<file path="config.mk">
export PLATFORM = sky130hd
export DESIGN_NAME = spi_reg_engine
export DESIGN_NICKNAME = d
export VERILOG_FILES = /design/src/rtl/spi_reg_pkg.sv /design/src/rtl/spi_pin_sync.sv /design/src/rtl/spi_bit_shifter.sv /design/src/rtl/spi_cmd_ctrl.sv /design/src/rtl/spi_regfile.sv /design/src/rtl/spi_reg_engine.sv
export SDC_FILE = /design/constraint.sdc
export NUM_CORES = 2
export LEC_CHECK = 0
export CAP_MARGIN = 0
export CORE_MARGIN = 3
export CORE_UTILIZATION = 30
export DETAILED_ROUTE_END_ITERATION = 12
export DONT_BUFFER_PORTS = 1
export GPL_TIMING_DRIVEN = 0
export PLACE_DENSITY = 0.44
export REMOVE_ABC_BUFFERS = 1
export SETUP_SLACK_MARGIN = 0.2
export SYNTH_ARGS = -nofsm -noshare
export SYNTH_HDL_FRONTEND = slang
export SYNTH_SLANG_ARGS = --single-unit
</file>
<file path="constraint.sdc">
create_clock -name clk -period 9.8 [get_ports clk]
set_input_delay 1.96 -clock clk [delete_from_list [all_inputs] [get_ports clk]]
set_output_delay 1.96 -clock clk [all_outputs]
set_load 0.01 [all_outputs]
</file>
<file path="src/rtl/spi_reg_pkg.sv">
`timescale 1ns/1ps
package spi_reg_pkg;
  localparam int BYTE_W = 8;
  localparam int CNT_W  = $clog2(BYTE_W);

  localparam logic [BYTE_W-1:0] OP_CLR_PTR = 8'h7A;
  localparam logic [BYTE_W-1:0] OP_SET_PTR = 8'h7D;
  localparam logic [BYTE_W-1:0] OP_WRITE   = 8'h7E;
  localparam logic [BYTE_W-1:0] OP_READ    = 8'h7F;

  typedef enum logic [1:0] {
    PH_CMD,
    PH_PTR,
    PH_WR,
    PH_RD
  } phase_t;
endpackage

</file>
<file path="src/rtl/spi_pin_sync.sv">
`timescale 1ns/1ps
module spi_pin_sync #(
  parameter int WIDTH  = 3,
  parameter int STAGES = 2
) (
  input  logic             clk,
  input  logic             rst_n,
  input  logic [WIDTH-1:0] din,
  output logic [WIDTH-1:0] dout
);
  logic [WIDTH-1:0] stage_q [STAGES];

  for (genvar g = 0; g < STAGES; g++) begin : g_stage
    if (g == 0) begin : g_first
      always_ff @(posedge clk or negedge rst_n) begin
        if (!rst_n) stage_q[g] <= '1;
        else        stage_q[g] <= din;
      end
    end else begin : g_next
      always_ff @(posedge clk or negedge rst_n) begin
        if (!rst_n) stage_q[g] <= '1;
        else        stage_q[g] <= stage_q[g-1];
      end
    end
  end

  assign dout = stage_q[STAGES-1];
endmodule

</file>
<file path="src/rtl/spi_bit_shifter.sv">
`timescale 1ns/1ps
module spi_bit_shifter
  import spi_reg_pkg::*;
(
  input  logic              clk,
  input  logic              rst_n,
  input  logic              cs_active,
  input  logic              sclk_s,
  input  logic              mosi_s,
  input  logic [BYTE_W-1:0] tx_byte,
  output logic [BYTE_W-1:0] rx_byte,
  output logic              rx_valid,
  output logic              miso,
  output logic              sclk_rise,
  output logic              sclk_fall
);
  logic              sclk_prev;
  logic [CNT_W-1:0]  bit_cnt;
  logic [BYTE_W-1:0] rx_shift;
  logic [BYTE_W-1:0] tx_shift;
  logic              miso_q;

  assign sclk_rise = sclk_s & ~sclk_prev;
  assign sclk_fall = ~sclk_s & sclk_prev;

  always_ff @(posedge clk or negedge rst_n) begin
    if (!rst_n) sclk_prev <= 1'b1;
    else        sclk_prev <= sclk_s;
  end

  always_ff @(posedge clk or negedge rst_n) begin
    if (!rst_n) begin
      bit_cnt  <= '0;
      rx_shift <= '0;
      tx_shift <= '1;
      miso_q   <= 1'b1;
      rx_valid <= 1'b0;
    end else begin
      rx_valid <= 1'b0;
      if (!cs_active) begin
        bit_cnt  <= '0;
        tx_shift <= '1;
        miso_q   <= 1'b1;
      end else begin
        if (sclk_rise) begin
          rx_shift <= {rx_shift[BYTE_W-2:0], mosi_s};
          bit_cnt  <= bit_cnt + CNT_W'(1);
          if (bit_cnt == CNT_W'(BYTE_W-1)) rx_valid <= 1'b1;
        end
        if (sclk_fall) begin
          if (bit_cnt == '0) begin
            miso_q   <= tx_byte[BYTE_W-1];
            tx_shift <= {tx_byte[BYTE_W-2:0], 1'b1};
          end else begin
            miso_q   <= tx_shift[BYTE_W-1];
            tx_shift <= {tx_shift[BYTE_W-2:0], 1'b1};
          end
        end
      end
    end
  end

  assign rx_byte = rx_shift;
  assign miso    = miso_q;
endmodule

</file>
<file path="src/rtl/spi_cmd_ctrl.sv">
`timescale 1ns/1ps
module spi_cmd_ctrl
  import spi_reg_pkg::*;
#(
  parameter int ADDR_W = 8
) (
  input  logic              clk,
  input  logic              rst_n,
  input  logic              cs_active,
  input  logic              rx_valid,
  input  logic [BYTE_W-1:0] rx_byte,
  output logic [ADDR_W-1:0] ptr,
  output phase_t            phase,
  output logic              wr_en,
  output logic [BYTE_W-1:0] wr_data
);
  always_comb begin
    wr_en   = rx_valid && cs_active && (phase == PH_WR);
    wr_data = rx_byte;
  end

  always_ff @(posedge clk or negedge rst_n) begin
    if (!rst_n) begin
      phase <= PH_CMD;
      ptr   <= '0;
    end else if (!cs_active) begin
      phase <= PH_CMD;
    end else if (rx_valid) begin
      unique case (phase)
        PH_CMD: begin
          unique case (rx_byte)
            OP_CLR_PTR: ptr   <= '0;
            OP_SET_PTR: phase <= PH_PTR;
            OP_WRITE:   phase <= PH_WR;
            OP_READ:    phase <= PH_RD;
            default:    ;
          endcase
        end
        PH_PTR: begin
          ptr   <= rx_byte[ADDR_W-1:0];
          phase <= PH_CMD;
        end
        PH_WR, PH_RD: ptr <= ptr + ADDR_W'(1);
        default: phase <= PH_CMD;
      endcase
    end
  end
endmodule

</file>
<file path="src/rtl/spi_regfile.sv">
`timescale 1ns/1ps
module spi_regfile #(
  parameter int ADDR_W = 8,
  parameter int DATA_W = 8
) (
  input  logic              clk,
  input  logic              rst_n,
  input  logic              wr_en,
  input  logic [ADDR_W-1:0] addr,
  input  logic [DATA_W-1:0] wr_data,
  output logic [DATA_W-1:0] rd_data
);
  localparam int DEPTH = 1 << ADDR_W;

  logic [DATA_W-1:0] mem [DEPTH];

  always_ff @(posedge clk or negedge rst_n) begin
    if (!rst_n) begin
      for (int i = 0; i < DEPTH; i++) mem[i] <= '0;
    end else if (wr_en) begin
      mem[addr] <= wr_data;
    end
  end

  assign rd_data = mem[addr];
endmodule

</file>
<file path="src/rtl/spi_reg_engine.sv">
`timescale 1ns/1ps
module spi_reg_engine
  import spi_reg_pkg::*;
#(
  parameter int ADDR_W      = 8,
  parameter int SYNC_STAGES = 2
) (
  input  logic clk,
  input  logic rst_n,
  input  logic spi_sclk,
  input  logic spi_cs_n,
  input  logic spi_mosi,
  output logic spi_miso
);
  logic [2:0]        pins_s;
  logic              cs_active;
  logic              sclk_rise;
  logic              sclk_fall;
  logic              rx_valid;
  logic [BYTE_W-1:0] rx_byte;
  logic [BYTE_W-1:0] rd_data;
  logic [BYTE_W-1:0] wr_data;
  logic              wr_en;
  logic [ADDR_W-1:0] ptr;
  phase_t            phase;

  spi_pin_sync #(.WIDTH(3), .STAGES(SYNC_STAGES)) sync_i (
    .clk  (clk),
    .rst_n(rst_n),
    .din  ({spi_cs_n, spi_sclk, spi_mosi}),
    .dout (pins_s)
  );

  assign cs_active = ~pins_s[2];

  spi_bit_shifter shift_i (
    .clk      (clk),
    .rst_n    (rst_n),
    .cs_active(cs_active),
    .sclk_s   (pins_s[1]),
    .mosi_s   (pins_s[0]),
    .tx_byte  (rd_data),
    .rx_byte  (rx_byte),
    .rx_valid (rx_valid),
    .miso     (spi_miso),
    .sclk_rise(sclk_rise),
    .sclk_fall(sclk_fall)
  );

  spi_cmd_ctrl #(.ADDR_W(ADDR_W)) ctrl_i (
    .clk      (clk),
    .rst_n    (rst_n),
    .cs_active(cs_active),
    .rx_valid (rx_valid),
    .rx_byte  (rx_byte),
    .ptr      (ptr),
    .phase    (phase),
    .wr_en    (wr_en),
    .wr_data  (wr_data)
  );

  spi_regfile #(.ADDR_W(ADDR_W), .DATA_W(BYTE_W)) regs_i (
    .clk    (clk),
    .rst_n  (rst_n),
    .wr_en  (wr_en),
    .addr   (ptr),
    .wr_data(wr_data),
    .rd_data(rd_data)
  );
endmodule

</file>
== Word level (Yosys, flattened, before mapping) ==
Cells that the tools add are included.

* Flip-flop bits (word level): 2,086
* Bits of input ports: 5
* Logic and storage cells: 322

* $add $sub $neg: 2
* $lt $le $gt $ge: 2
* Eq/ne operators: 10
* Mux-type cells: 23
* Bitwise logic cells: 6
* Reduce and logical (&&, ||, !) cells: 13

{| class="wikitable"
|+ Operators with widths
! kind !! number
|-
| $bwmux W2048 || 1
|-
| $bmux W8 S8 || 1
|-
| $demux W8 S8 || 1
|-
| $mux W8 || 7
|-
| $eq A8 B7 Y1 const B || 4
|-
| $pmux W8 S3 || 1
|-
| $ge A9 B9 Y1 const B || 1
|-
| $lt A9 B1 Y1 const B || 1
|-
| $not A8 Y9 || 1
|-
| $add A8 B1 Y8 const B || 1
|-
| $mux W1 || 6
|-
| $mux W3 || 2
|-
| $pmux W2 S3 || 1
|-
| $reduce_and A3 Y1 || 2
|-
| $reduce_bool A2 Y1 || 3
|-
| $ne A5 B5 Y1 const B || 1
|-
| $eq A2 B2 Y1 const B || 2
|-
| $mux W2 || 2
|-
| $pmux W2 S2 || 1
|-
| $add A3 B1 Y3 const B || 1
|-
| $eq A3 B3 Y1 const B || 1
|-
| $logic_and A1 B1 Y1 || 3
|-
| $logic_not A3 Y1 || 1
|-
| $not A1 Y1 || 3
|-
| 7 further kinds || 8
|}

== Depth between registers and ports, before layout ==
* Depth in word-level cells: 7
* Mapped depth: 14

== Cells and area by module ==
From an unflattened synthesis, not the netlist that was laid out.

* Cell total of the unflattened synthesis: 5,988
* Area total of the unflattened synthesis: 94,677.1 µm²

{| class="wikitable"
|+ Modules (own cells, without submodules)
! module !! instances !! cells an instance !! area each (µm²)
|-
| spi_regfile || 1 || 5,832 || 92,711.4
|-
| spi_bit_shifter || 1 || 67 || 1,047.3
|-
| spi_cmd_ctrl || 1 || 79 || 734.5
|-
| spi_pin_sync || 1 || 9 || 180.2
|-
| spi_reg_engine || 1 || 1 || 3.8
|}

== Least setup slack after synthesis ==
Ideal clock, no wire load.

* Path kind: register to register
* Start: register ctrl_i.ptr[0]
* End: register regs_i.mem[763] (netlist name)
* Setup time: 0.125 ns
* Arrival time: 2.975 ns
* Path slack: 6.700 ns
* Cell stages (with the launch flop): 14
* Buffers on the path: 7
* Cell sequence: dfrtp_1 -> buf_6 -> buf_4 -> buf_6 -> inv_2 -> buf_2 -> clkbuf_1 -> ha_1 -> nand2_1 -> nor2_2 -> buf_2 -> nand2_1 -> clkbuf_1 -> mux2_2

* Cells in the longest elaborated chain, start to end: 6
* Elaborated cells on any way between the ends: 7
* Those cells by class: order compare: 2; mux: 3; bitwise: 1; reduce/logical: 1

{| class="wikitable"
|+ RTL lines
! what !! RTL line !! source
|-
| start: declaration || spi_cmd_ctrl.sv:12 || <nowiki>output logic [ADDR_W-1:0] ptr,</nowiki>
|-
| start signal: assignment || spi_cmd_ctrl.sv:40 || <nowiki>ptr <= rx_byte[ADDR_W-1:0];</nowiki>
|-
| start signal: assignment || spi_cmd_ctrl.sv:43 || <nowiki>PH_WR, PH_RD: ptr <= ptr + ADDR_W'(1);</nowiki>
|-
| $not A8 Y9 (not written as such) (*) || spi_regfile.sv:21 || <nowiki>mem[addr] <= wr_data;</nowiki>
|-
| $ge A9 B9 Y1 (not written as such) or $lt A9 B1 Y1 (tied branches) || spi_regfile.sv:21 ||
|-
| $logic_and A1 B1 Y1 (not written as such) || spi_regfile.sv:21 ||
|-
| $mux W8 (not written as such) || spi_regfile.sv:21 ||
|-
| $demux W8 S8 (*) || spi_regfile.sv:21 ||
|-
| $bwmux W2048 (*) || spi_regfile.sv:21 ||
|-
| end signal: indexed assignment || spi_regfile.sv:21 ||
|-
| end: declaration || spi_regfile.sv:15 || <nowiki>logic [DATA_W-1:0] mem [DEPTH];</nowiki>
|}

Mark *: on every way between the ends. The rest lies on a longest branch, timed or not.
A chain may end at the register's enable or synchronous reset.

== Final worst setup path ==
* Start: register ctrl_i.ptr[1]
* End: register shift_i.tx_shift[7]

* Cells in the longest elaborated chain, start to end: 7

{| class="wikitable"
|+ RTL lines
! what !! RTL line !! source
|-
| $not A8 Y9 (not written as such) || spi_regfile.sv:25 || <nowiki>assign rd_data = mem[addr];</nowiki>
|-
| $bmux W8 S8 || spi_regfile.sv:25 ||
|-
| $mux W8 (not written as such) (2 in series) || spi_regfile.sv:25 ||
|-
| $mux W8 || spi_bit_shifter.sv:51 || <nowiki>if (bit_cnt == '0) begin</nowiki>
|-
| $mux W8 || spi_bit_shifter.sv:50 || <nowiki>if (sclk_fall) begin</nowiki>
|-
| $mux W8 || spi_bit_shifter.sv:40 || <nowiki>if (!cs_active) begin</nowiki>
|-
| end signal: assignment || spi_bit_shifter.sv:53 || <nowiki>tx_shift <= {tx_byte[BYTE_W-2:0], 1'b1};</nowiki>
|-
| end signal: assignment || spi_bit_shifter.sv:56 || <nowiki>tx_shift <= {tx_shift[BYTE_W-2:0], 1'b1};</nowiki>
|-
| end: declaration || spi_bit_shifter.sv:20 || <nowiki>logic [BYTE_W-1:0] tx_shift;</nowiki>
|}

Every way passes these cells. The select of a mux whose other input is x is not followed.

==> metrics.yaml <==
run:
  drv_cap: 2
timing:
  maxSlewHeadroom_pct: -0.385
  hold_viol: 0
  max_freq_mhz: 168
  maxSlewViolCount: 1
  rsz0062_at_grt: "false"
  tns_ns: 0
  finClkSkew_ns: 0.0763
  hold_ws_ns: 0.357
  setup_viol: 0
  worst_slew_pin_slew_ns: 1.50
  period_minus_slack_ns: 5.96
  min_period_over_period_pct: 60.8
drt:
  vias: 57400
  routedWlPerCell_um: 25.3
  first_iter_violations: 3963
  viasPerCell: 5.14
  drtAntennaViolNets: 0
  drt_wl_total_mm: 282
  dr.pass1.iters: 5
  drc: 0
setup_path:
  r2r-end: "shift_i.tx_shift[7]"
  regToRegSetupSlack_ns: 3.84
  startpoint: "ctrl_i.ptr[1]"
  crit_end: "shift_i.tx_shift[7]"
  endpoint_kind: "flip-flop"
  worstPathRequired_ns: 10.63
  crit_type: "reg2reg"
  worstPathArrival_ns: 6.78
  reg2reg_depth: 10
  critPathMaxFanout: 42
  reg2reg_from: "ctrl_i.ptr[1]"
  critPathLaunchType: "flip-flop"
global_routing:
  grt_use_total_pct: 17.7
  antenna_found_initial: 9
  grt_pass1_vias: 59500
  grt_pass1_wl_mm: 422
  grt.overflow.total: 0
  grt_max_degree: 331
hold_path:
  hp-class: "reg2reg"
  worstHoldStart: "sync_i.stage_q[3]"
die:
  dieArea_um2: 319000
  initial_utilization_pct: 30.2
  die_x_um: 565
  core_um2: 310000
  boundaryPins: 6
  fp-row-count: 204
  die_h_um: 565
power:
  swShare_pct: 25.1
  comb_power_share_pct: 6.1
  power.density_nw_per_um2: 178
  p_leak_uw: 0.0473
  p_clk_share_pct: 47.6
  switching_power_uw: 4780
  p_int_uw: 14200
  p_seq_share_pct: 46.3
  vdd_ir_drop_max_mv: 0.156
cts:
  cts.htree.levels: 4
  cts_made_buffers: 238
  post_cts_buffers: 0
  cts.sinks: 2085
  clockRootBuffer: "clkbuf_16"
  cts_max_path_buffers: 4
  clk_pin_slew_worst_paths_ns: 0.06
  cts_tree: "yes"
  insertion_delay_ns: 0.90
  holdBufCountCts: 0
  ctsResizeCount: 0
place:
  dp_hpwl_mm: 178
  io_buffers: 0
  place_inst: 10700
  gp_congestion: 0.766
cells_and_area:
  most-common-layout-cells: "dfrtp_1 (2059), mux2_2 (1310), nand2_1 (1078)"
  multi_input_area_um2: 38600
  nNetsFinal: 6849
  stdcell_count: 11200
  n_fill_cell: 30300
  areaGrowthSynthToFinish_pct: 14.1
  final_common_cell: "dfrtp_1"
  final-seq-area_um2: 52200
  drive_gt1_share_pct: 33.1
synth:
  seq_area_frac_synth_pct: 55.7
  synthArstFlopShare_pct: 100
  ys.flop_type: "dfrtp_1"
  synth_edf_count: 0
  synth_cells: 7196
  syn_area_um2: 93700
  synthDistinctLibCells: 63
  syn_area_per_cell_um2: 13.0
  ys_seq_elements: 2085
  yosysWarningCount: 0
status:
  violations: "max-capacitance violations, max-slew violations"
  outcome: "finished, violations left"
-- power by group through the flow --
stage / Sequential (uW) / Clock, uW / Combinational (uW)
floorplan: 9060 / 0 / 145
global placement: 9450 / 0 / 288
detailed placement: 8960 / 0 / 1190
CTS: 8800 / 9330 / 1190
global route: 8800 / 9710 / 1260
finish: 8800 / 9050 / 1150
-- state kept, by name, indices dropped and copies added, names as in the netlist --
register,count
shift_i.rx_valid,1
shift_i.miso,1
ctrl_i.phase,2
shift_i.tx_shift,7
shift_i.bit_cnt,3
sync_i.stage_q,3
sync_i.dout,3
shift_i.sclk_prev,1
ctrl_i.ptr,8
regs_i.mem,2048
shift_i.rx_byte,8
-- worst min path at each step --
stage,to,slack (ns),cells after the start
5_1_grt,sync_i.dout[0],0.36,0
2_1_floorplan,sync_i.dout[0],0.35,0
3_5_place_dp,sync_i.dout[0],0.35,0
6_report,sync_i.dout[0],0.36,0
3_3_place_gp,sync_i.dout[0],0.35,0
4_1_cts,sync_i.dout[0],0.36,0
-- critical path, stage by stage, from the launching register on --
cell and delay [ns]:
dfrtp_4 0.74, buf_16 0.31, buf_12 0.26, buf_16 0.31, buf_16 0.28, mux4_2 0.34
a2111oi_0 1.03, o21ai_1 0.34, a211oi_1 1.28, o221ai_1 0.52, o21a_1 0.30
-- cell usage after synthesis (9+ instances only) --
| cell | number | area share, % |
|---|---|---|
| a21oi_1 | 59 | 0.32 |
| a221oi_1 | 26 | 0.24 |
| a22o_1 | 27 | 0.25 |
| a22oi_1 | 122 | 0.98 |
| a31oi_1 | 9 | 0.060 |
| buf_1 | 11 | 0.044 |
| buf_2 | 182 | 0.97 |
| buf_4 | 15 | 0.12 |
| buf_6 | 14 | 0.17 |
| clkbuf_1 | 493 | 2.0 |
| dfrtp_1 | 2070 | 55 |
| dfstp_2 | 15 | 0.42 |
| inv_1 | 12 | 0.048 |
| mux2_2 | 1310 | 16 |
| mux2i_1 | 166 | 1.8 |
| mux4_2 | 451 | 11 |
| nand2_1 | 1079 | 4.3 |
| nand3_1 | 40 | 0.21 |
| nand4_1 | 34 | 0.23 |
| nor2_1 | 70 | 0.28 |
| nor3_1 | 20 | 0.11 |
| nor4_1 | 9 | 0.060 |
| o21ai_0 | 801 | 4.3 |
| o22a_1 | 12 | 0.11 |
| o22ai_1 | 32 | 0.21 |
-- kinds of logic (layout without fill, tap and decap cells) --
family | Yosys count | count (layout) | synth area share [%]
xor+xnor | 1 | 1 | 0.00935
buf+inv | 733 | 567 | 3.36
flops | 2085 | 2085 | 55.7
compound gates | 1148 | 1148 | 6.95
fa+ha+maj | 7 | 7 | 0.0934
simple gates | 1295 | 1295 | 5.54
mux | 1927 | 1927 | 28.4
other cells | 0 | 6 | 0
-- layout make-up --
cell class | count | area share (%)
sequential | 2085 | 48.8
multi-input combinational | 4378 | 36.1
clock buffer | 385 | 6.87
tap | 4120 | 4.82
timing repair buffer | 118 | 2.72
clock inverter | 48 | 0.576
inverter | 16 | 0.0749
antenna | 6 | 0.0140
-- stage by stage --
stage,instance area [um2],total power [uW],util (%),worst slack [ns]
finish,107000,19000,34.5,3.84
CTS,107000,19300,34.5,3.54
floorplan,90600,9200,-,-10.27
global route,107000,19800,34.5,3.63
global placement,95800,9740,30.9,-29.60
detailed placement,98900,10100,31.9,2.58
-- metal layers --
metal  GRT usage [%]  share of wire [%]  wire length [um]  up-vias
met5               0                  0                 0        -
met4            4.89                2.9              8070        0
met3            2.34                3.7             10600      376
met2            28.4                 47            133000      994
met1            25.1                 46            131000    30800
li1                -                  -                 -    25200
No activity file was read; power rests on OpenSTA's default activity.
